===== src/rtl/mgmt_frame_pkg.sv =====
// Package: shared widths and slot positions for the management frame master.
// Assumes a single-frame-at-a-time master; slot numbers count from 0 at the
// first preamble slot.
package mgmt_frame_pkg;
    localparam int ADDR_W      = 5;
    localparam int DATA_W      = 16;
    localparam int SLOT_W      = 7;
    localparam int PRE_LEN     = 32;
    localparam int ST_FIRST    = PRE_LEN;            // 32
    localparam int OP_FIRST    = ST_FIRST + 2;       // 34
    localparam int DEV_FIRST   = OP_FIRST + 2;       // 36
    localparam int REG_FIRST   = DEV_FIRST + ADDR_W; // 41
    localparam int TA_FIRST    = REG_FIRST + ADDR_W; // 46
    localparam int TA_SECOND   = TA_FIRST + 1;       // 47
    localparam int DAT_FIRST   = TA_FIRST + 2;       // 48
    localparam int DAT_LAST    = DAT_FIRST + DATA_W - 1; // 63
    localparam int TAIL_SLOT   = DAT_LAST + 1;       // 64
    localparam int RECOV_LEN   = 32;
    localparam int SILENT_LAST = TA_SECOND + RECOV_LEN; // 79
endpackage


===== src/rtl/mgmt_half_timer.sv =====
// Module: half-period timer. Counts HALF_CYC system cycles per half of the
// management clock and tells which half is current. Assumes HALF_CYC >= 1
// and that restart_i arrives only while run_i is low.
module mgmt_half_timer #(
    parameter int HALF_CYC = 4
) (
    input  logic clk,
    input  logic rst_n,
    input  logic restart_i,
    input  logic run_i,
    output logic high_o,
    output logic slot_end_o
);
    localparam int PH_W = (HALF_CYC > 1) ? $clog2(HALF_CYC) : 1;
    localparam logic [PH_W-1:0] PH_LAST = PH_W'(HALF_CYC - 1);

    logic [PH_W-1:0] phase_q;
    logic            high_q;
    logic            half_end;

    assign half_end   = run_i && (phase_q == PH_LAST);
    assign high_o     = high_q;
    assign slot_end_o = half_end && high_q;

    // Purpose: advance the phase counter and flip the half at its end.
    always_ff @(posedge clk) begin
        if (!rst_n) begin
            phase_q <= '0;
            high_q  <= 1'b0;
        end else if (restart_i) begin
            phase_q <= '0;
            high_q  <= 1'b0;
        end else if (run_i) begin
            if (half_end) begin
                phase_q <= '0;
                high_q  <= ~high_q;
            end else begin
                phase_q <= phase_q + 1'b1;
            end
        end
    end
endmodule


===== src/rtl/mgmt_slot_encoder.sv =====
// Module: slot encoder. Maps the current slot number and the latched command
// onto the value to drive and the output enable. Purely combinational; assumes
// the slot number is stable for a whole slot.
module mgmt_slot_encoder
    import mgmt_frame_pkg::*;
(
    input  logic [SLOT_W-1:0] slot_i,
    input  logic              rd_i,
    input  logic [ADDR_W-1:0] dev_i,
    input  logic [ADDR_W-1:0] reg_i,
    input  logic [DATA_W-1:0] wdata_i,
    output logic              bit_o,
    output logic              oe_o
);
    localparam int AIDX_W = $clog2(ADDR_W);
    localparam int DIDX_W = $clog2(DATA_W);

    int                sl;
    logic [AIDX_W-1:0] dev_idx;
    logic [AIDX_W-1:0] reg_idx;
    logic [DIDX_W-1:0] dat_idx;

    // Purpose: bit indices for the most-significant-first fields.
    always_comb begin
        sl      = int'(slot_i);
        dev_idx = AIDX_W'(REG_FIRST - 1 - sl);
        reg_idx = AIDX_W'(TA_FIRST - 1 - sl);
        dat_idx = DIDX_W'(DAT_LAST - sl);
    end

    // Purpose: select value and enable for the current slot.
    always_comb begin
        bit_o = 1'b1;
        oe_o  = 1'b1;
        if (sl < ST_FIRST) begin
            bit_o = 1'b1;
        end else if (sl == ST_FIRST) begin
            bit_o = 1'b0;
        end else if (sl == ST_FIRST + 1) begin
            bit_o = 1'b1;
        end else if (sl == OP_FIRST) begin
            bit_o = rd_i;
        end else if (sl == OP_FIRST + 1) begin
            bit_o = ~rd_i;
        end else if (sl < REG_FIRST) begin
            bit_o = dev_i[dev_idx];
        end else if (sl < TA_FIRST) begin
            bit_o = reg_i[reg_idx];
        end else if (rd_i) begin
            oe_o = 1'b0;
        end else if (sl == TA_FIRST) begin
            bit_o = 1'b1;
        end else if (sl == TA_SECOND) begin
            bit_o = 1'b0;
        end else if (sl <= DAT_LAST) begin
            bit_o = wdata_i[dat_idx];
        end else begin
            oe_o = 1'b0;
        end
    end
endmodule


===== src/rtl/mgmt_frame_ctrl.sv =====
// Module: frame control. Accepts a command when idle, steps the slot counter
// at each slot end, checks the turnaround, shifts in read data and produces
// done, results and the no-response flag. Assumes mdio_in_i is synchronous.
module mgmt_frame_ctrl
    import mgmt_frame_pkg::*;
(
    input  logic              clk,
    input  logic              rst_n,
    input  logic              start_i,
    input  logic              rd_i,
    input  logic [ADDR_W-1:0] dev_i,
    input  logic [ADDR_W-1:0] reg_i,
    input  logic [DATA_W-1:0] wdata_i,
    input  logic              slot_end_i,
    input  logic              mdio_in_i,
    output logic              accept_o,
    output logic              run_o,
    output logic              done_o,
    output logic [SLOT_W-1:0] slot_o,
    output logic              cmd_rd_o,
    output logic [ADDR_W-1:0] cmd_dev_o,
    output logic [ADDR_W-1:0] cmd_reg_o,
    output logic [DATA_W-1:0] cmd_wdata_o,
    output logic [DATA_W-1:0] rdata_o,
    output logic              no_resp_o
);
    logic              run_q, done_q, silent_q, rd_q, no_resp_q;
    logic [SLOT_W-1:0] slot_q;
    logic [ADDR_W-1:0] dev_q, reg_q;
    logic [DATA_W-1:0] wdata_q, shift_q, rdata_q;
    int                sl;
    logic              at_last;

    assign accept_o    = start_i && !run_q && !done_q;
    assign sl          = int'(slot_q);
    assign at_last     = (rd_q && silent_q) ? (sl == SILENT_LAST) : (sl == TAIL_SLOT);
    assign run_o       = run_q;
    assign done_o      = done_q;
    assign slot_o      = slot_q;
    assign cmd_rd_o    = rd_q;
    assign cmd_dev_o   = dev_q;
    assign cmd_reg_o   = reg_q;
    assign cmd_wdata_o = wdata_q;
    assign rdata_o     = rdata_q;
    assign no_resp_o   = no_resp_q;

    // Purpose: latch the command and sequence slots until the frame ends.
    always_ff @(posedge clk) begin
        if (!rst_n) begin
            run_q     <= 1'b0;
            done_q    <= 1'b0;
            silent_q  <= 1'b0;
            rd_q      <= 1'b0;
            no_resp_q <= 1'b0;
            slot_q    <= '0;
            dev_q     <= '0;
            reg_q     <= '0;
            wdata_q   <= '0;
            shift_q   <= '0;
            rdata_q   <= '0;
        end else begin
            done_q <= 1'b0;
            if (accept_o) begin
                run_q    <= 1'b1;
                slot_q   <= '0;
                silent_q <= 1'b0;
                shift_q  <= '0;
                rd_q     <= rd_i;
                dev_q    <= dev_i;
                reg_q    <= reg_i;
                wdata_q  <= wdata_i;
            end else if (run_q && slot_end_i) begin
                if (rd_q && !silent_q && sl == TA_SECOND && mdio_in_i) begin
                    silent_q <= 1'b1;
                end
                if (rd_q && !silent_q && sl >= DAT_FIRST && sl <= DAT_LAST) begin
                    shift_q <= {shift_q[DATA_W-2:0], mdio_in_i};
                end
                if (at_last) begin
                    run_q     <= 1'b0;
                    done_q    <= 1'b1;
                    no_resp_q <= rd_q && silent_q;
                    if (rd_q) begin
                        rdata_q <= silent_q ? '1 : shift_q;
                    end
                end else begin
                    slot_q <= slot_q + 1'b1;
                end
            end
        end
    end
endmodule


===== src/rtl/mgmt_frame_master.sv =====
// Module: top of the serial management frame master. Wires the half-period
// timer, the frame control and the slot encoder, and shapes the pin outputs.
// Assumes HALF_CYC >= 1 and a synchronous mdio_in_i.
module mgmt_frame_master
    import mgmt_frame_pkg::*;
#(
    parameter int HALF_CYC = 4
) (
    input  logic              clk,
    input  logic              rst_n,
    input  logic              start_i,
    input  logic              rd_i,
    input  logic [ADDR_W-1:0] dev_addr_i,
    input  logic [ADDR_W-1:0] reg_addr_i,
    input  logic [DATA_W-1:0] wdata_i,
    output logic [DATA_W-1:0] rdata_o,
    output logic              done_o,
    output logic              busy_o,
    output logic              no_resp_o,
    output logic              mdc_o,
    output logic              mdio_out_o,
    output logic              mdio_oe_o,
    input  logic              mdio_in_i
);
    logic              accept, run, high, slot_end, done;
    logic              cmd_rd, enc_bit, enc_oe;
    logic [SLOT_W-1:0] slot;
    logic [ADDR_W-1:0] cmd_dev, cmd_reg;
    logic [DATA_W-1:0] cmd_wdata;

    mgmt_half_timer #(.HALF_CYC(HALF_CYC)) timer_i (
        .clk        (clk),
        .rst_n      (rst_n),
        .restart_i  (accept),
        .run_i      (run),
        .high_o     (high),
        .slot_end_o (slot_end)
    );

    mgmt_frame_ctrl ctrl_i (
        .clk         (clk),
        .rst_n       (rst_n),
        .start_i     (start_i),
        .rd_i        (rd_i),
        .dev_i       (dev_addr_i),
        .reg_i       (reg_addr_i),
        .wdata_i     (wdata_i),
        .slot_end_i  (slot_end),
        .mdio_in_i   (mdio_in_i),
        .accept_o    (accept),
        .run_o       (run),
        .done_o      (done),
        .slot_o      (slot),
        .cmd_rd_o    (cmd_rd),
        .cmd_dev_o   (cmd_dev),
        .cmd_reg_o   (cmd_reg),
        .cmd_wdata_o (cmd_wdata),
        .rdata_o     (rdata_o),
        .no_resp_o   (no_resp_o)
    );

    mgmt_slot_encoder enc_i (
        .slot_i  (slot),
        .rd_i    (cmd_rd),
        .dev_i   (cmd_dev),
        .reg_i   (cmd_reg),
        .wdata_i (cmd_wdata),
        .bit_o   (enc_bit),
        .oe_o    (enc_oe)
    );

    // Purpose: pin shaping; the clock and data idle high, enable idles low.
    always_comb begin
        mdc_o      = run ? high : 1'b1;
        mdio_out_o = run ? enc_bit : 1'b1;
        mdio_oe_o  = run && enc_oe;
        busy_o     = run || done;
        done_o     = done;
    end
endmodule


===== config.mk =====
export PLATFORM = sky130hd
export DESIGN_NAME = mgmt_frame_master
export DESIGN_NICKNAME = d
export VERILOG_FILES = /design/src/rtl/mgmt_frame_pkg.sv /design/src/rtl/mgmt_half_timer.sv /design/src/rtl/mgmt_slot_encoder.sv /design/src/rtl/mgmt_frame_ctrl.sv /design/src/rtl/mgmt_frame_master.sv
export SDC_FILE = /design/constraint.sdc
export NUM_CORES = 1
export LEC_CHECK = 0
export ABC_AREA = 1
export BUFFER_PORTS_ARGS = -buffer_cell sky130_fd_sc_hd__buf_2
export CORE_MARGIN = 2
export CORE_UTILIZATION = 45
export DETAILED_ROUTE_END_ITERATION = 7
export PLACE_DENSITY = 0.65
export SLEW_MARGIN = 30
export SYNTH_ARGS = -nofsm -noshare
export SYNTH_HDL_FRONTEND = slang
export SYNTH_HIERARCHICAL = 1
export SYNTH_SLANG_ARGS = --single-unit

===== constraint.sdc =====
create_clock -name clk -period 4.2 [get_ports clk]
set_input_delay 0.63 -clock clk [delete_from_list [all_inputs] [get_ports clk]]
set_output_delay 0.63 -clock clk [all_outputs]
set_load 0.02 [all_outputs]

# Word level (Yosys, flattened, before mapping)
# Index checks and enable logic that the tools add are counted.
[totals]
reg_bits = 73
latchBits = 0
ramBits = 0
rom_bits = 0
inputBits = 31
output_inout_bits = 22
elab_cells = 105
mem_count = 0
[classes]
n_addsub = 5
multipliers = 0
div_mod_pow = 0
order_cmp = 8
n_eq_ne = 9
shifts = 0
muxes = 37
n_bitwise = 6
n_reduce_logical = 27
[ops]
columns = ["cell", "n"]
rows = [
  ["7-bit equality test, second input constant", 8],
  ["1-bit 2-to-1 mux", 32],
  ["7-bit by 6-bit less-than comparator with 1-bit output, second input constant", 3],
  ["16-bit 2-to-1 mux", 1],
  ["1-bit logical AND", 12],
  ["2-bit AND reduction", 5],
  ["3-bit by 4-bit less-than comparator with 1-bit output, second input constant", 2],
  ["7-bit by 1-bit adder with 7-bit output, second input constant", 1],
  ["7-bit by 6-bit >= comparator with 1-bit output, second input constant", 1],
  ["7-bit by 6-bit <= comparator with 1-bit output, second input constant", 1],
  ["1-bit binary-select mux with 3-bit select", 2],
  ["1-bit NOT", 6],
  ["4-bit by 5-bit less-than comparator with 1-bit output, second input constant", 1],
  ["1-bit binary-select mux with 4-bit select", 1],
  ["4-bit AND reduction", 1],
  ["2-bit nonzero test", 2],
  ["4-bit subtractor, first input constant", 1],
  ["1-bit logical NOT", 3],
  ["3-bit AND reduction", 1],
  ["3-bit OR reduction", 1],
  ["1-bit by 3-bit subtractor with 3-bit output, first input constant", 1],
  ["3-bit subtractor, first input constant", 1],
  ["2-bit by 1-bit adder with 2-bit output, second input constant", 1],
  ["2-bit equality test, second input constant", 1],
  ["other kinds (3)", 3],
]

# Depth between registers and ports, before layout
[depth]
ltp_word = 15
depth_mapped = 19
ltp_nobuf = 18

# Cells and area by module
# Netlist, hierarchy kept.
[modules_own_cells]
columns = ["mod", "n_inst", "cells_per_inst", "area_per_inst_um2", "seq_area_each_um2"]
rows = [
  ["mgmt_frame_ctrl", 1, 399, 2897.8, 1401.3],
  ["mgmt_slot_encoder", 1, 117, 625.6, 0.0],
  ["mgmt_half_timer", 1, 24, 150.1, 60.1],
  ["mgmt_frame_master", 1, 9, 33.8, 0.0],
]

# Worst setup path after synthesis
# OpenSTA, ideal clock, no wires.
[synth_timing]
kind = "register to output"
from = "register ctrl_i.slot_q[0], in the netlist ctrl_i/slot_o[0]"
to = "output port mdio_out_o"
t_arrival_ns = 1.881
t_required_ns = 3.570
setup_slack_ns = 1.689
stages_incl_launch_ff = 17
n_path_buf = 2
path_cell_list = "dfxtp_1 buf_6 inv_4 buf_8 ha_1 inv_1 nand3_1 a21oi_1 o21a_1 nor2_1 nand2_1 nand2_1 nand2_1 nand2_1 nand2_1 inv_1 nand2_1"
[synth_via]
elab_chain_cells = 15
word_cells_on_any_way = 31
classes_between = "3 x add/sub; 4 x order compare; 6 x eq/ne; 18 x mux"
[synth_rtl]
columns = ["element", "line", "text"]
rows = [
  ["start: declaration", "mgmt_frame_ctrl.sv:28", "logic [SLOT_W-1:0] slot_q;"],
  ["start signal: assignment", "mgmt_frame_ctrl.sv:87", "slot_q <= slot_q + 1'b1;"],
  ["4-bit subtractor", "mgmt_slot_encoder.sv:28", "dat_idx = DIDX_W'(DAT_LAST - sl);"],
  ["1-bit binary-select mux with 4-bit select", "mgmt_slot_encoder.sv:56", "bit_o = wdata_i[dat_idx];"],
  ["1-bit 2-to-1 mux (implied by the code)", "mgmt_slot_encoder.sv:56", ""],
  ["1-bit 2-to-1 mux", "mgmt_slot_encoder.sv:55", "end else if (sl <= DAT_LAST) begin"],
  ["1-bit 2-to-1 mux", "mgmt_slot_encoder.sv:53", "end else if (sl == TA_SECOND) begin"],
  ["1-bit 2-to-1 mux", "mgmt_slot_encoder.sv:51", "end else if (sl == TA_FIRST) begin"],
  ["1-bit 2-to-1 mux", "mgmt_slot_encoder.sv:49", "end else if (rd_i) begin"],
  ["1-bit 2-to-1 mux", "mgmt_slot_encoder.sv:47", "end else if (sl < TA_FIRST) begin"],
  ["1-bit 2-to-1 mux", "mgmt_slot_encoder.sv:45", "end else if (sl < REG_FIRST) begin"],
  ["1-bit 2-to-1 mux", "mgmt_slot_encoder.sv:43", "end else if (sl == OP_FIRST + 1) begin"],
  ["1-bit 2-to-1 mux", "mgmt_slot_encoder.sv:41", "end else if (sl == OP_FIRST) begin"],
  ["1-bit 2-to-1 mux", "mgmt_slot_encoder.sv:39", "end else if (sl == ST_FIRST + 1) begin"],
  ["1-bit 2-to-1 mux", "mgmt_slot_encoder.sv:37", "end else if (sl == ST_FIRST) begin"],
  ["1-bit 2-to-1 mux *", "mgmt_slot_encoder.sv:35", "if (sl < ST_FIRST) begin"],
  ["net enc_bit", "mgmt_frame_master.sv:26", "logic cmd_rd, enc_bit, enc_oe;"],
  ["1-bit 2-to-1 mux *", "mgmt_frame_master.sv:75", "mdio_out_o = run ? enc_bit : 1'b1;"],
  ["end: declaration", "mgmt_frame_master.sv:21", "output logic mdio_out_o,"],
]
# The timed path passes the listed nets; every way through them passes the cells marked *. The select of a mux whose other input is x is not followed.

# Worst setup path after layout
# Same ends and word-level chain as after synthesis.

==> key figures <==
Status
  • Status: finished, final reports clean

STA
  • Sum of negative setup slack: 0 ns
  • Min cycle time layout: 3.40 ns
  • Setup Viol. Count Final: 0
  • Maximum clock skew at final layout: 0.00886 ns
  • Worst max-slew margin expressed relative to the limit: 0.445
  • Maximum clock frequency: 294 MHz
  • Final Hold Vio Count: 0
  • Unrepaired setup endpoints after global routing: false
  • Final Cycle Share: 0.810
  • Worst Tran Pin Value: 0.832 ns
  • Max-slew violation count: 0

Die
  • Die Span Y: 94.8 um
  • Placeable core area: 0.00809 mm2
  • Num rows: 33
  • Initial Utilization: 0.458
  • Floorplan die area: 0.00898 mm2
  • # IOs: 53
  • Die width: 94.8 um

Clocking
  • Clock H-tree levels: 3
  • # hold bufs at CTS: 0
  • TritonCTS clock tree: done
  • Clock buffer depth: 2
  • Total clock buffers created by CTS: 9
  • Clock net sink count: 73
  • Buffers inserted during post-CTS setup optimization: 0
  • Cell chosen for the clock root: clkbuf_8
  • Clk pin slew, worst setup/hold paths: 0.08 ns
  • Clk_lat worst skew: 0.35 ns
  • Quantity of gates resized following cts: 0

Logic synthesis
  • Mapped cell area: 0.00371 mm2
  • YS warnings: 6
  • Cell type with the largest total area after synthesis: dfxtp_1
  • Synthesized Nets: 590
  • Synth Register Bits: 73
  • Sequential-to-total area share from yosys stat: 0.394
  • Synthesized area divided by synthesized cell count: 6.75 um2
  • Count of unique library cells instantiated by Yosys: 39
  • Gate Count Post-Synth: 549
  • Async set-reset flop share out of synthesis: 0
  • Cells taking the most area after synthesis: dfxtp_1 39%, nor2_1 15%, nand2_1 11%
  • Leading register cell type out of synthesis: dfxtp_1
  • Area share of the leading cell type in the synthesized netlist: 0.394
  • EDFF count, synth: 0

Placed design
  • Final GP Congestion: 0.888
  • Standard cell area after detailed placement: 0.00396 mm2
  • Port bufs: 52
  • Placed Instances: 686
  • Total half-perimeter wirelength after legalization and detailed placement: 5250 um

Routing
  • Wire length reported by the detailed router: 7650 um
  • Vias/cell: 4.80
  • TritonRoute pass-1 iters: 4
  • Number of design-rule violations left by the first detailed-router iteration: 132
  • Antenna Nets Post-Route: 0
  • Overall via count from detail_route: 3,369
  • Residual DRC: 0
  • Post-DR wirelength/cell: 10.9 um

Critical path
  • Cell occurring most often along the worst timing path: nand2_1
  • Arrival time worst endpoint: 2.77 ns
  • Family with the most delay on the worst path: flip-flops
  • Required time at the worst-slack endpoint: 3.57 ns
  • Type of element launching the critical path: flop
  • Crit Path Max Fanout: 24
  • Critical register-to-register path startpoint: ctrl_i/slot_o[0]
  • Cell Chain, Critical Path: inv_4 > ha_1 > inv_1 > o21ai_1 > o22ai_1 > o21a_1 > nor2_1 > nand2_1 > nand2_1 > nand2_1 > nand2_1 > nand2_1 > inv_1 > nand2_1 > buf_2
  • Worst setup startpoint: ctrl_i/slot_o[0]
  • Highest-delay cell along the critical path: dfxtp_1
  • Slowest Stage Delay on Critical Path: 0.87 ns
  • Critical Path End Type: primary output
  • Class of the most critical setup path: flop to primary output
  • Buffer and inverter count on the worst path: 4

Power
  • Leak pwr: 0.00207 uW
  • Net switching fraction of the power: 0.258
  • Internal Power: 980 uW
  • Net load switching power: 340 uW
  • Power per standard cell area: 319 mW/mm2
  • Part of the total power dissipated in combinational logic: 0.068
  • IR drop worst, VDD: 0.175 mV
  • Clock share of power: 0.379
  • Proportion of power drawn by flip-flops and latches: 0.553

Global route
  • Tot GR Track Use: 0.181
  • First-pass GRT wire length: 13,000 um
  • Number of global-route vias before repair: 3,017
  • Maximum number of pins on one net before global-route repair: 48
  • Remaining global-route overflow: 0
  • Initial antenna violation count: 0

Cells and area
  • Total non-filler cell area in the finished layout: 0.00414 mm2
  • Final nets: 633
  • Core occupancy in the finished layout: 0.512
  • Layout overhead on the synthesized area: 11.7%
  • Layout cells sized above 1: 0.181
  • Antenna diodes: 0
  • Non-filler instance count after layout: 702

Min path
  • Start point of the worst hold path: ctrl_i/cmd_wdata_o[13]
  • Type of the tightest min-delay check: flop to flop

Run
  • Number of violations of the max-capacitance limit: 0
==> stage by stage <==
| step | hold WS [ns] | power, uW | worst slack, ns |
|---|---|---|---|
| global placement | 0.454 | 835 | 1.24 |
| finish | 0.476 | 1320 | 0.798 |
| detailed placement | 0.468 | 836 | 1.19 |
| global route | 0.503 | 1380 | 0.545 |
| CTS | 0.479 | 1340 | 0.796 |
| floorplan | 0.438 | 804 | 1.69 |
==> flip-flops by register name (all words and copies together), names as in the netlist, 2 cells and up <==
name / cells
ctrl_i/slot_o: 7
ctrl_i/cmd_reg_o: 5
ctrl_i/rdata_o: 16
ctrl_i/shift_q: 16
ctrl_i/cmd_dev_o: 5
timer_i/phase_q: 2
ctrl_i/cmd_wdata_o: 16
==> worst register-to-register path: stages, from the launching register on <==
cell and delay [ns]:
dfxtp_1 0.87, nand2_1 0.25, o21ai_4 0.25, nand4_4 0.38
nor2_1 0.26, nor2_1 0.07
==> path summary, 6_finish.rpt <==
path                                               end  slack (ns)  cells after the start
worst min-delay path            ctrl_i/cmd_wdata_o[13]        0.48                      2
worst max-delay path                        mdio_out_o        0.80                     15
worst min register to register  ctrl_i/cmd_wdata_o[13]        0.48                      2
worst max register to register      ctrl_i/rdata_o[14]        2.02                      5
==> placed cells by master (no fill, tap or decap), types with 2 or more instances in the layout <==
cell,instances
nand3_2,3
inv_4,2
xnor2_1,2
ha_1,10
buf_2,52
nor2_1,144
o21ai_0,42
clkbuf_8,10
a21oi_1,11
dfxtp_1,73
nand2_1,111
a31oi_1,2
o21ai_1,9
clkinv_2,3
a21oi_2,2
or2_2,16
nand2_4,2
o21a_1,2
nor2_2,2
inv_1,49
inv_2,6
nand3_1,26
clkinvlp_4,2
==> routing by layer <==
metal	up-vias	wire, um	track usage	share of wire
li1	1798	-	-	-
met1	1501	3910	0.244	0.51
met2	64	3260	0.285	0.43
met3	6	376	0.0415	0.049
met4	0	99	0.0652	0.013
met5	-	0	0	0
==> final cells by class <==
type | instances | area [um2]
clock inverter | 6 | 42.5
clock buffer | 10 | 138
sequential | 73 | 1460
inverter | 58 | 224
multi-input combinational | 397 | 1880
tap | 105 | 131
timing repair buffer | 53 | 268
fill | 860 | 3950
==> cell usage after synthesis, types with 6 or more instances <==
library cell and n:
ha_1 10, dfxtp_1 73, buf_2 6, clkbuf_1 6
a21oi_1 11, nor2_1 144, inv_2 6, nand3_1 26
inv_1 49, nand2_1 111, o21ai_1 9, o21ai_0 42
or2_2 16, buf_6 6
==> logic make-up (layout without fill, tap and decap cells) <==
family	after synthesis	in the layout	synth area share
AND/OR/NAND/NOR	311	311	0.356
flip-flops	73	73	0.394
buffers and inverters	79	127	0.0999
AO/OA/AOI/OAI	73	73	0.109
adder cells (fa/ha/maj)	10	10	0.0337
XOR/XNOR	3	3	0.00709
==> power groups by stage <==
stage                     Combinational, uW  Clock [uW]  Sequential [uW]
after detailed placement               90.3           0              746
after global placement                 88.5           0              746
after global routing                    106         543              733
after CTS                              90.9         516              730
after floorplan                        63.3           0              740
final                                  89.5         501              730
Note: power is estimated with default switching activity, not from simulation.
